### config.mk
export PLATFORM = sky130hd
export DESIGN_NAME = wide_pair_seq
export DESIGN_NICKNAME = d
export VERILOG_FILES = /design/src/rtl/wps_pkg.sv /design/src/rtl/wps_classify.sv /design/src/rtl/wps_addr.sv /design/src/rtl/wps_bus_port.sv /design/src/rtl/wide_pair_seq.sv
export SDC_FILE = /design/constraint.sdc
export NUM_CORES = 1
export LEC_CHECK = 0
export BUFFER_PORTS_ARGS = -buffer_cell sky130_fd_sc_hd__buf_2
export CAP_MARGIN = 10
export CORE_MARGIN = 2
export CORE_UTILIZATION = 50
export CTS_CLUSTER_SIZE = 40
export DETAILED_ROUTE_END_ITERATION = 10
export PLACE_DENSITY = 0.87
export SLEW_MARGIN = 30
export SYNTH_ARGS = -nofsm -noshare
export SYNTH_HDL_FRONTEND = slang
export SYNTH_SLANG_ARGS = --single-unit
### constraint.sdc
create_clock -name clk -period 8.1 [get_ports clk]
set_input_delay 0.405 -clock clk [delete_from_list [all_inputs] [get_ports clk]]
set_output_delay 0.405 -clock clk [all_outputs]
set_load 0.01 [all_outputs]
### src/rtl/wps_pkg.sv
`timescale 1ns/1ps
package wps_pkg;

  // Pair sequencing state
  typedef enum logic [1:0] {
    SEQ_IDLE = 2'd0,
    SEQ_RD2  = 2'd1,
    SEQ_WR2  = 2'd2
  } seq_e;

  // What an accepted debug access does
  typedef enum logic [2:0] {
    ACT_NARROW    = 3'd0,
    ACT_RD_FIRST  = 3'd1,
    ACT_RD_SECOND = 3'd2,
    ACT_WR_FIRST  = 3'd3,
    ACT_WR_SECOND = 3'd4,
    ACT_BREAK     = 3'd5
  } act_e;

  // Bus operation in flight
  typedef enum logic [1:0] {
    OP_NONE   = 2'd0,
    OP_NARROW = 2'd1,
    OP_RD64   = 2'd2,
    OP_WR64   = 2'd3
  } op_e;

endpackage

### src/rtl/wps_classify.sv
`timescale 1ns/1ps
module wps_classify
  import wps_pkg::*;
#(
  parameter int BIDX_W = 2
) (
  input  seq_e              seq,
  input  logic              pair_banked,
  input  logic [BIDX_W-1:0] pair_idx,
  input  logic              write,
  input  logic              banked,
  input  logic [BIDX_W-1:0] idx,
  input  logic              wide,
  output act_e              act
);

  localparam logic [BIDX_W-1:0] ODD_BIT = BIDX_W'(1);

  logic partner;

  // The second access must hit the same register kind; for banks, the odd mate
  always_comb begin
    partner = (banked == pair_banked) && (!banked || (idx == (pair_idx | ODD_BIT)));
  end

  always_comb begin
    act = ACT_BREAK;
    unique case (seq)
      SEQ_IDLE: begin
        if (!wide)                act = ACT_NARROW;
        else if (banked && idx[0]) act = ACT_BREAK;
        else if (write)           act = ACT_WR_FIRST;
        else                      act = ACT_RD_FIRST;
      end
      SEQ_RD2: act = (!write && partner) ? ACT_RD_SECOND : ACT_BREAK;
      SEQ_WR2: act = ( write && partner) ? ACT_WR_SECOND : ACT_BREAK;
      default: act = ACT_BREAK;
    endcase
  end

endmodule

### src/rtl/wps_addr.sv
`timescale 1ns/1ps
module wps_addr #(
  parameter int AW      = 32,
  parameter int BIDX_W  = 2,
  parameter int BYTE_SH = 2
) (
  input  logic [AW-1:0]     base,
  input  logic              banked,
  input  logic [BIDX_W-1:0] idx,
  input  logic              wide,
  output logic [AW-1:0]     addr
);

  localparam logic [AW-1:0] WORD_MASK = {{(AW-BYTE_SH){1'b1}}, {BYTE_SH{1'b0}}};
  localparam logic [AW-1:0] DBL_MASK  = {{(AW-BYTE_SH-1){1'b1}}, {(BYTE_SH+1){1'b0}}};
  localparam logic [BIDX_W-1:0] EVEN_MASK = ~BIDX_W'(1);

  logic [BIDX_W-1:0] idx_eff;
  logic [AW-1:0]     bank_addr;

  always_comb begin
    idx_eff   = wide ? (idx & EVEN_MASK) : idx;
    bank_addr = {base[AW-1:BIDX_W+BYTE_SH], idx_eff, {BYTE_SH{1'b0}}};
    if (banked) addr = bank_addr;
    else        addr = base & (wide ? DBL_MASK : WORD_MASK);
  end

endmodule

### src/rtl/wps_bus_port.sv
`timescale 1ns/1ps
module wps_bus_port #(
  parameter int AW = 32,
  parameter int BW = 64
) (
  input  logic          clk,
  input  logic          rst_n,
  input  logic          launch,
  input  logic          l_write,
  input  logic          l_wide,
  input  logic [AW-1:0] l_addr,
  input  logic [BW-1:0] l_wdata,
  input  logic          bus_done,
  output logic          bus_req,
  output logic          bus_write,
  output logic          bus_wide,
  output logic [AW-1:0] bus_addr,
  output logic [BW-1:0] bus_wdata,
  output logic          done
);

  logic          req_q, req_d;
  logic          wr_q, wide_q;
  logic [AW-1:0] addr_q;
  logic [BW-1:0] wdata_q;

  always_comb begin
    done  = req_q & bus_done;
    req_d = req_q;
    if (launch)    req_d = 1'b1;
    else if (done) req_d = 1'b0;
  end

  always_ff @(posedge clk or negedge rst_n) begin
    if (!rst_n) req_q <= 1'b0;
    else        req_q <= req_d;
  end

  // Command fields load only on launch
  always_ff @(posedge clk or negedge rst_n) begin
    if (!rst_n) begin
      wr_q    <= 1'b0;
      wide_q  <= 1'b0;
      addr_q  <= '0;
      wdata_q <= '0;
    end else if (launch) begin
      wr_q    <= l_write;
      wide_q  <= l_wide;
      addr_q  <= l_addr;
      wdata_q <= l_wdata;
    end
  end

  assign bus_req   = req_q;
  assign bus_write = wr_q;
  assign bus_wide  = wide_q;
  assign bus_addr  = addr_q;
  assign bus_wdata = wdata_q;

  // an open bus request keeps its command stable until it completes
  a_r3_req_stable: assert property (@(posedge clk) disable iff (!rst_n)
    (req_q && !bus_done) |=> (req_q && $stable(addr_q) && $stable(wdata_q) && $stable(wr_q)));

  // no new launch while a bus transfer is open
  a_r2_no_launch_busy: assert property (@(posedge clk) disable iff (!rst_n)
    req_q |-> !launch);

endmodule

### src/rtl/wide_pair_seq.sv
`timescale 1ns/1ps
module wide_pair_seq
  import wps_pkg::*;
#(
  parameter int AW    = 32,
  parameter int DW    = 32,
  parameter int NBANK = 4
) (
  input  logic                     clk,
  input  logic                     rst_n,
  input  logic                     dbg_req,
  input  logic                     dbg_write,
  input  logic                     dbg_banked,
  input  logic [$clog2(NBANK)-1:0] dbg_bank,
  input  logic                     dbg_wide,
  input  logic [DW-1:0]            dbg_wdata,
  input  logic [AW-1:0]            base_addr,
  output logic                     dbg_ready,
  output logic [DW-1:0]            dbg_rdata,
  output logic                     dbg_err,
  output logic                     bus_req,
  output logic                     bus_write,
  output logic                     bus_wide,
  output logic [AW-1:0]            bus_addr,
  output logic [2*DW-1:0]          bus_wdata,
  input  logic                     bus_done,
  input  logic                     bus_err,
  input  logic [2*DW-1:0]          bus_rdata
);

  localparam int BW      = 2 * DW;
  localparam int BIDX_W  = $clog2(NBANK);
  localparam int BYTE_SH = $clog2(DW / 8);
  localparam logic [BIDX_W-1:0] EVEN_MASK = ~BIDX_W'(1);

  // Reset: asserted asynchronously, released on a clock edge
  logic [1:0] rst_pipe;
  logic       rst_sync_n;

  always_ff @(posedge clk or negedge rst_n) begin
    if (!rst_n) rst_pipe <= 2'b00;
    else        rst_pipe <= {rst_pipe[0], 1'b1};
  end
  assign rst_sync_n = rst_pipe[1];

  // State
  seq_e              seq_q, seq_d;
  op_e               op_q, op_d;
  logic              pb_q, pb_d;
  logic [BIDX_W-1:0] pi_q, pi_d;
  logic [DW-1:0]     lo_q, lo_d;
  logic [DW-1:0]     hi_q, hi_d;
  logic              ready_q, ready_d;
  logic              err_q, err_d;
  logic [DW-1:0]     rdata_q, rdata_d;

  // Internal wiring
  act_e          act;
  logic          accept;
  logic          launch;
  logic          l_wide;
  logic [BW-1:0] l_wdata;
  logic [AW-1:0] l_addr;
  logic          done;

  wps_classify #(.BIDX_W(BIDX_W)) u_classify (
    .seq        (seq_q),
    .pair_banked(pb_q),
    .pair_idx   (pi_q),
    .write      (dbg_write),
    .banked     (dbg_banked),
    .idx        (dbg_bank),
    .wide       (dbg_wide),
    .act        (act)
  );

  wps_addr #(.AW(AW), .BIDX_W(BIDX_W), .BYTE_SH(BYTE_SH)) u_addr (
    .base  (base_addr),
    .banked(dbg_banked),
    .idx   (dbg_bank),
    .wide  (l_wide),
    .addr  (l_addr)
  );

  wps_bus_port #(.AW(AW), .BW(BW)) u_bus (
    .clk      (clk),
    .rst_n    (rst_sync_n),
    .launch   (launch),
    .l_write  (dbg_write),
    .l_wide   (l_wide),
    .l_addr   (l_addr),
    .l_wdata  (l_wdata),
    .bus_done (bus_done),
    .bus_req  (bus_req),
    .bus_write(bus_write),
    .bus_wide (bus_wide),
    .bus_addr (bus_addr),
    .bus_wdata(bus_wdata),
    .done     (done)
  );

  assign accept = dbg_req && !bus_req && !ready_q;

  // Next-state logic
  always_comb begin
    seq_d   = seq_q;
    op_d    = op_q;
    pb_d    = pb_q;
    pi_d    = pi_q;
    lo_d    = lo_q;
    hi_d    = hi_q;
    ready_d = 1'b0;
    err_d   = 1'b0;
    rdata_d = '0;
    launch  = 1'b0;
    l_wide  = 1'b0;
    l_wdata = {{DW{1'b0}}, dbg_wdata};

    if (done) begin
      ready_d = 1'b1;
      err_d   = bus_err;
      op_d    = OP_NONE;
      unique case (op_q)
        OP_NARROW: rdata_d = bus_write ? '0 : bus_rdata[DW-1:0];
        OP_RD64: begin
          rdata_d = bus_err ? '0 : bus_rdata[DW-1:0];
          hi_d    = bus_err ? '0 : bus_rdata[BW-1:DW];
          seq_d   = SEQ_RD2;
        end
        default: rdata_d = '0;
      endcase
    end else if (accept) begin
      unique case (act)
        ACT_NARROW: begin
          launch = 1'b1;
          op_d   = OP_NARROW;
        end
        ACT_RD_FIRST: begin
          launch = 1'b1;
          l_wide = 1'b1;
          op_d   = OP_RD64;
          pb_d   = dbg_banked;
          pi_d   = dbg_bank & EVEN_MASK;
        end
        ACT_WR_FIRST: begin
          ready_d = 1'b1;
          lo_d    = dbg_wdata;
          seq_d   = SEQ_WR2;
          pb_d    = dbg_banked;
          pi_d    = dbg_bank & EVEN_MASK;
        end
        ACT_RD_SECOND: begin
          ready_d = 1'b1;
          rdata_d = hi_q;
          hi_d    = '0;
          seq_d   = SEQ_IDLE;
        end
        ACT_WR_SECOND: begin
          launch  = 1'b1;
          l_wide  = 1'b1;
          l_wdata = {dbg_wdata, lo_q};
          lo_d    = '0;
          seq_d   = SEQ_IDLE;
          op_d    = OP_WR64;
        end
        default: begin
          ready_d = 1'b1;
          err_d   = 1'b1;
          seq_d   = SEQ_IDLE;
          lo_d    = '0;
          hi_d    = '0;
        end
      endcase
    end
  end

  // Registers
  always_ff @(posedge clk or negedge rst_sync_n) begin
    if (!rst_sync_n) begin
      seq_q   <= SEQ_IDLE;
      op_q    <= OP_NONE;
      pb_q    <= 1'b0;
      pi_q    <= '0;
      lo_q    <= '0;
      hi_q    <= '0;
      ready_q <= 1'b0;
      err_q   <= 1'b0;
      rdata_q <= '0;
    end else begin
      seq_q   <= seq_d;
      op_q    <= op_d;
      pb_q    <= pb_d;
      pi_q    <= pi_d;
      lo_q    <= lo_d;
      hi_q    <= hi_d;
      ready_q <= ready_d;
      err_q   <= err_d;
      rdata_q <= rdata_d;
    end
  end

  assign dbg_ready = ready_q;
  assign dbg_err   = err_q;
  assign dbg_rdata = rdata_q;

  // completion is a single-cycle strobe
  a_r2_ready_pulse: assert property (@(posedge clk) disable iff (!rst_sync_n)
    dbg_ready |=> !dbg_ready);

  // an error is only signalled together with completion
  a_r2_err_with_ready: assert property (@(posedge clk) disable iff (!rst_sync_n)
    dbg_err |-> dbg_ready);

  // the partner read is served from the buffer, so the bus stays idle
  a_r5_rd2_bus_idle: assert property (@(posedge clk) disable iff (!rst_sync_n)
    (seq_q == SEQ_RD2) |-> !bus_req);

  // an open write pair has not touched the bus
  a_r6_wr2_bus_idle: assert property (@(posedge clk) disable iff (!rst_sync_n)
    (seq_q == SEQ_WR2) |-> !bus_req);

  // a first wide read starts a 64-bit bus read
  a_r4_read_launch: assert property (@(posedge clk) disable iff (!rst_sync_n)
    (accept && act == ACT_RD_FIRST) |=> (bus_req && bus_wide && !bus_write));

  // the partner write issues a 64-bit write whose upper half is its data
  a_r7_write_launch: assert property (@(posedge clk) disable iff (!rst_sync_n)
    (accept && act == ACT_WR_SECOND) |=>
      (bus_req && bus_wide && bus_write && bus_wdata[BW-1:DW] == $past(dbg_wdata)));

  // a sequence violation errors out without a bus transfer
  a_r11_break_no_bus: assert property (@(posedge clk) disable iff (!rst_sync_n)
    (accept && act == ACT_BREAK) |=> (!bus_req && dbg_err && dbg_ready));

  // every 64-bit bus address is doubleword aligned
  a_r12_wide_aligned: assert property (@(posedge clk) disable iff (!rst_sync_n)
    (bus_req && bus_wide) |-> (bus_addr[BYTE_SH:0] == '0));

endmodule

==> results_dict.tcl <==
set metrics [dict create \
    ys_seq_area_share_pct 58.9 \
    drt_iter0_drc 384 \
    routed_wirelength_um 22700 \
    final_core_util_pct 64.1 \
    crit_required_ns 8.48 \
    yosysUniqueCellTypes 42 \
    viasPerCell 5.50 \
    regToRegEndpoint "u_bus.bus_addr[31]$_DFFE_PN0P_" \
    die_area_um2 18300 \
    cts_made_buffers 23 \
    end_kind "flip-flop" \
    slowest_delay_ns 0.61 \
    p_total_mw 3.79 \
    fillers 1305 \
    maxClockFrequency_ghz 0.306 \
    htreeDepth 1 \
    whs_endpoint "u_bus.bus_addr[21]$_DFFE_PN0P_" \
    netlist_instances 749 \
    ys_ff_latch 203 \
    layout_common_cells "266 x buf_2, 202 x dfrtp_1, 70 x inv_1" \
    worstHoldStart "base_addr[21]" \
    min_period_over_period_pct 40.3 \
    nets 1133 \
    rrSetupSlack_ns 4.83 \
    drcViolationCount 0 \
    fin_cells 1236 \
    post_cts_buffers 0 \
    fp.dieW_um 135 \
    worstPathArrival_ns 3.65 \
    place_area_um2 10100 \
    fp.dieH_um 135 \
    grt-ovfl-total 0 \
    cp_max_fo 66 \
    final_common_cell "buf_2" \
    reg2reg_depth 6 \
    slew_violations 0 \
    p_leak_nw 5.40 \
    dr.pass1.iters 4 \
    fin_crit_ns 3.27 \
    max_cap_violations 0 \
    final_cell_area_um2 10900 \
    start_util_pct 50.6 \
    whs_path_depth 2 \
    clock_latency_ns 0.51 \
    track_usage_pct 24.3 \
    coreArea_um2 17100 \
    status "completed" \
    critPathMostFrequentCell "buf_4" \
    crit_chain "nor3b_2 -> and2_2 -> buf_4 -> a21o_2 -> buf_4 -> mux2_2" \
    hpwlAfterDp_um 14800 \
    grt_pass1_wl_um 35500 \
    start_kind "flip-flop" \
    timing.rr.start "u_bus.bus_req$_DFFE_PN0P_" \
    hold_class "input port to flip-flop" \
    hold_viol 0 \
    fin_skew_ns 0.0161 \
    p_per_area_nw_per_um2 346 \
    vdd_ir_drop_max_v 0.000196 \
    async_flop_share_pct 100 \
    synth_edf_count 0 \
    setup_violations 0 \
    drive_gt1_share_pct 33.8 \
    path_class "flip-flop to flip-flop" \
    synth_ff_type "dfrtp_1" \
    cts_sinks 203 \
    grt_pass1_vias 6914 \
    rsz0062_at_grt "false" \
    rows 48 \
    ys_warn_count 0 \
    num_io_pins 271 \
    clock_tree.buffer_depth 3 \
    setup_tns_ns 0 \
    clk_root_buffer_cell "clkbuf_16" \
    clk_pin_slew_ns 0.06 \
    tightest_slew_ns 0.957 \
    numPortBuffers 266 \
    crit_family "buffers and inverters" \
    ant_nets 0 \
    cts_tree "yes" \
    relSlewSlack_pct 36.2 \
    cp.buffers_inverters 2 \
    startpoint "u_bus.bus_req$_DFFE_PN0P_" \
    place_inst 1192 \
    routabilityCongestion 0.809 \
    avgSynthCellArea_um2 11.5 \
    routedWlPerCell_um 18.3 \
    grt_max_degree 81 \
    netlist_area_um2 8620 \
    via_count 6797 \
    area_growth_pct 26.8 \
    antenna_found_initial 1 \
    crit_path_top_delay_cell "buf_4" \
]
[layout make-up]
| cell class | count | area (µm²) | share of cell area, % |
|---|---|---|---|
| Multi-Input combinational cell | 413 | 3050 | 27.9 |
| Antenna cell | 1 | 2.50 | 0.0229 |
| Inverter | 70 | 263 | 2.40 |
| Tap cell | 225 | 282 | 2.57 |
| Clock inverter | 10 | 131 | 1.20 |
| Sequential cell | 203 | 5080 | 46.5 |
| Clock buffer | 32 | 659 | 6.03 |
| Timing Repair Buffer | 282 | 1470 | 13.4 |
[per-layer routing]
metal | share of wire, % | vias up | track usage (%)
li1 | - | 3128 | -
met1 | 39 | 3340 | 29.8
met2 | 50 | 286 | 40.6
met3 | 8.3 | 43 | 7.59
met4 | 3.1 | 0 | 9.03
met5 | 0 | - | 0
[cells in the mapped netlist (2+ instances only)]
master / number / area (µm²)
a211oi_1: 32 / 240
a21o_1: 2 / 15.0
a21oi_1: 4 / 20.0
a22o_1: 66 / 578
a31oi_1: 35 / 219
and2_1: 3 / 18.8
and3_1: 2 / 12.5
buf_2: 8 / 40.0
buf_4: 6 / 45.0
buf_6: 3 / 33.8
clkbuf_1: 47 / 176
conb_1: 2 / 7.51
dfrtp_1: 203 / 5080
ha_1: 2 / 25.0
inv_1: 70 / 263
mux2_1: 25 / 282
mux2_2: 9 / 101
mux2i_1: 64 / 641
nand2_1: 69 / 259
nand3_1: 33 / 165
nand4_1: 2 / 12.5
nor2_1: 6 / 22.5
nor3_1: 2 / 10.0
o21ai_0: 36 / 180
[report_power, final]
part,internal (mW),leakage (nW),switching (mW)
registers,1.34,2.63,0.191
logic,0.491,2.37,0.686
clock network,0.664,0.391,0.414
total,2.49,5.40,1.29
[worst max-delay path by stage]
stage	end	slack, ns	cells past startpoint
3_5_place_dp	u_bus.bus_addr[31]$_DFFE_PN0P_	4.91	6
3_3_place_gp	u_bus.bus_addr[4]$_DFFE_PN0P_	4.99	7
5_1_grt	u_bus.bus_addr[31]$_DFFE_PN0P_	4.68	6
4_1_cts	u_bus.bus_addr[31]$_DFFE_PN0P_	4.88	6
6_report	u_bus.bus_addr[31]$_DFFE_PN0P_	4.83	6
2_1_floorplan	dbg_err$_DFF_PN0_	2.02	0
[logic make-up (layout without fill, tap and decap cells)]
logic type / after synthesis / in the layout / share of synthesized area [%]
DFF: 203 / 203 / 58.9
AOI/OAI and AO/OA: 185 / 185 / 15.7
buffers and inverters: 134 / 394 / 6.47
and+or+nand+nor: 124 / 124 / 6.53
muxes: 98 / 98 / 11.9
adders and majority gates: 2 / 2 / 0.290
other: 2 / 4 / 0.0871
xor gates and xnor gates: 1 / 1 / 0.102
[registers in the layout (all words and copies together) (netlist names)]
register / cells
dbg_rdata: 32
pi_q: 1
dbg_err: 1
u_bus.bus_write: 1
seq_q: 2
u_bus.bus_wide: 1
hi_q: 32
u_bus.bus_wdata: 64
dbg_ready: 1
rst_pipe: 2
u_bus.bus_req: 1
lo_q: 32
u_bus.bus_addr: 30
op_q: 2
pb_q: 1
[repair_timing]
item / in CTS / in global routing
setup endpoints to repair: 0 / 0
resized for setup: 0 / 0
hold buffers: 1 / 0
endpoints found under the hold margin: 2 / 0
[metrics by stage]
step / setup WS, ns / hold slack [ns]
final: 4.83 / 0.116
after global routing: 4.68 / 0.107
after CTS: 4.88 / 0.0978
after detailed placement: 4.91 / 0.192
after global placement: 4.99 / 0.192
after floorplan: 2.02 / 0.109
No activity file was read; power rests on OpenSTA's default activity.
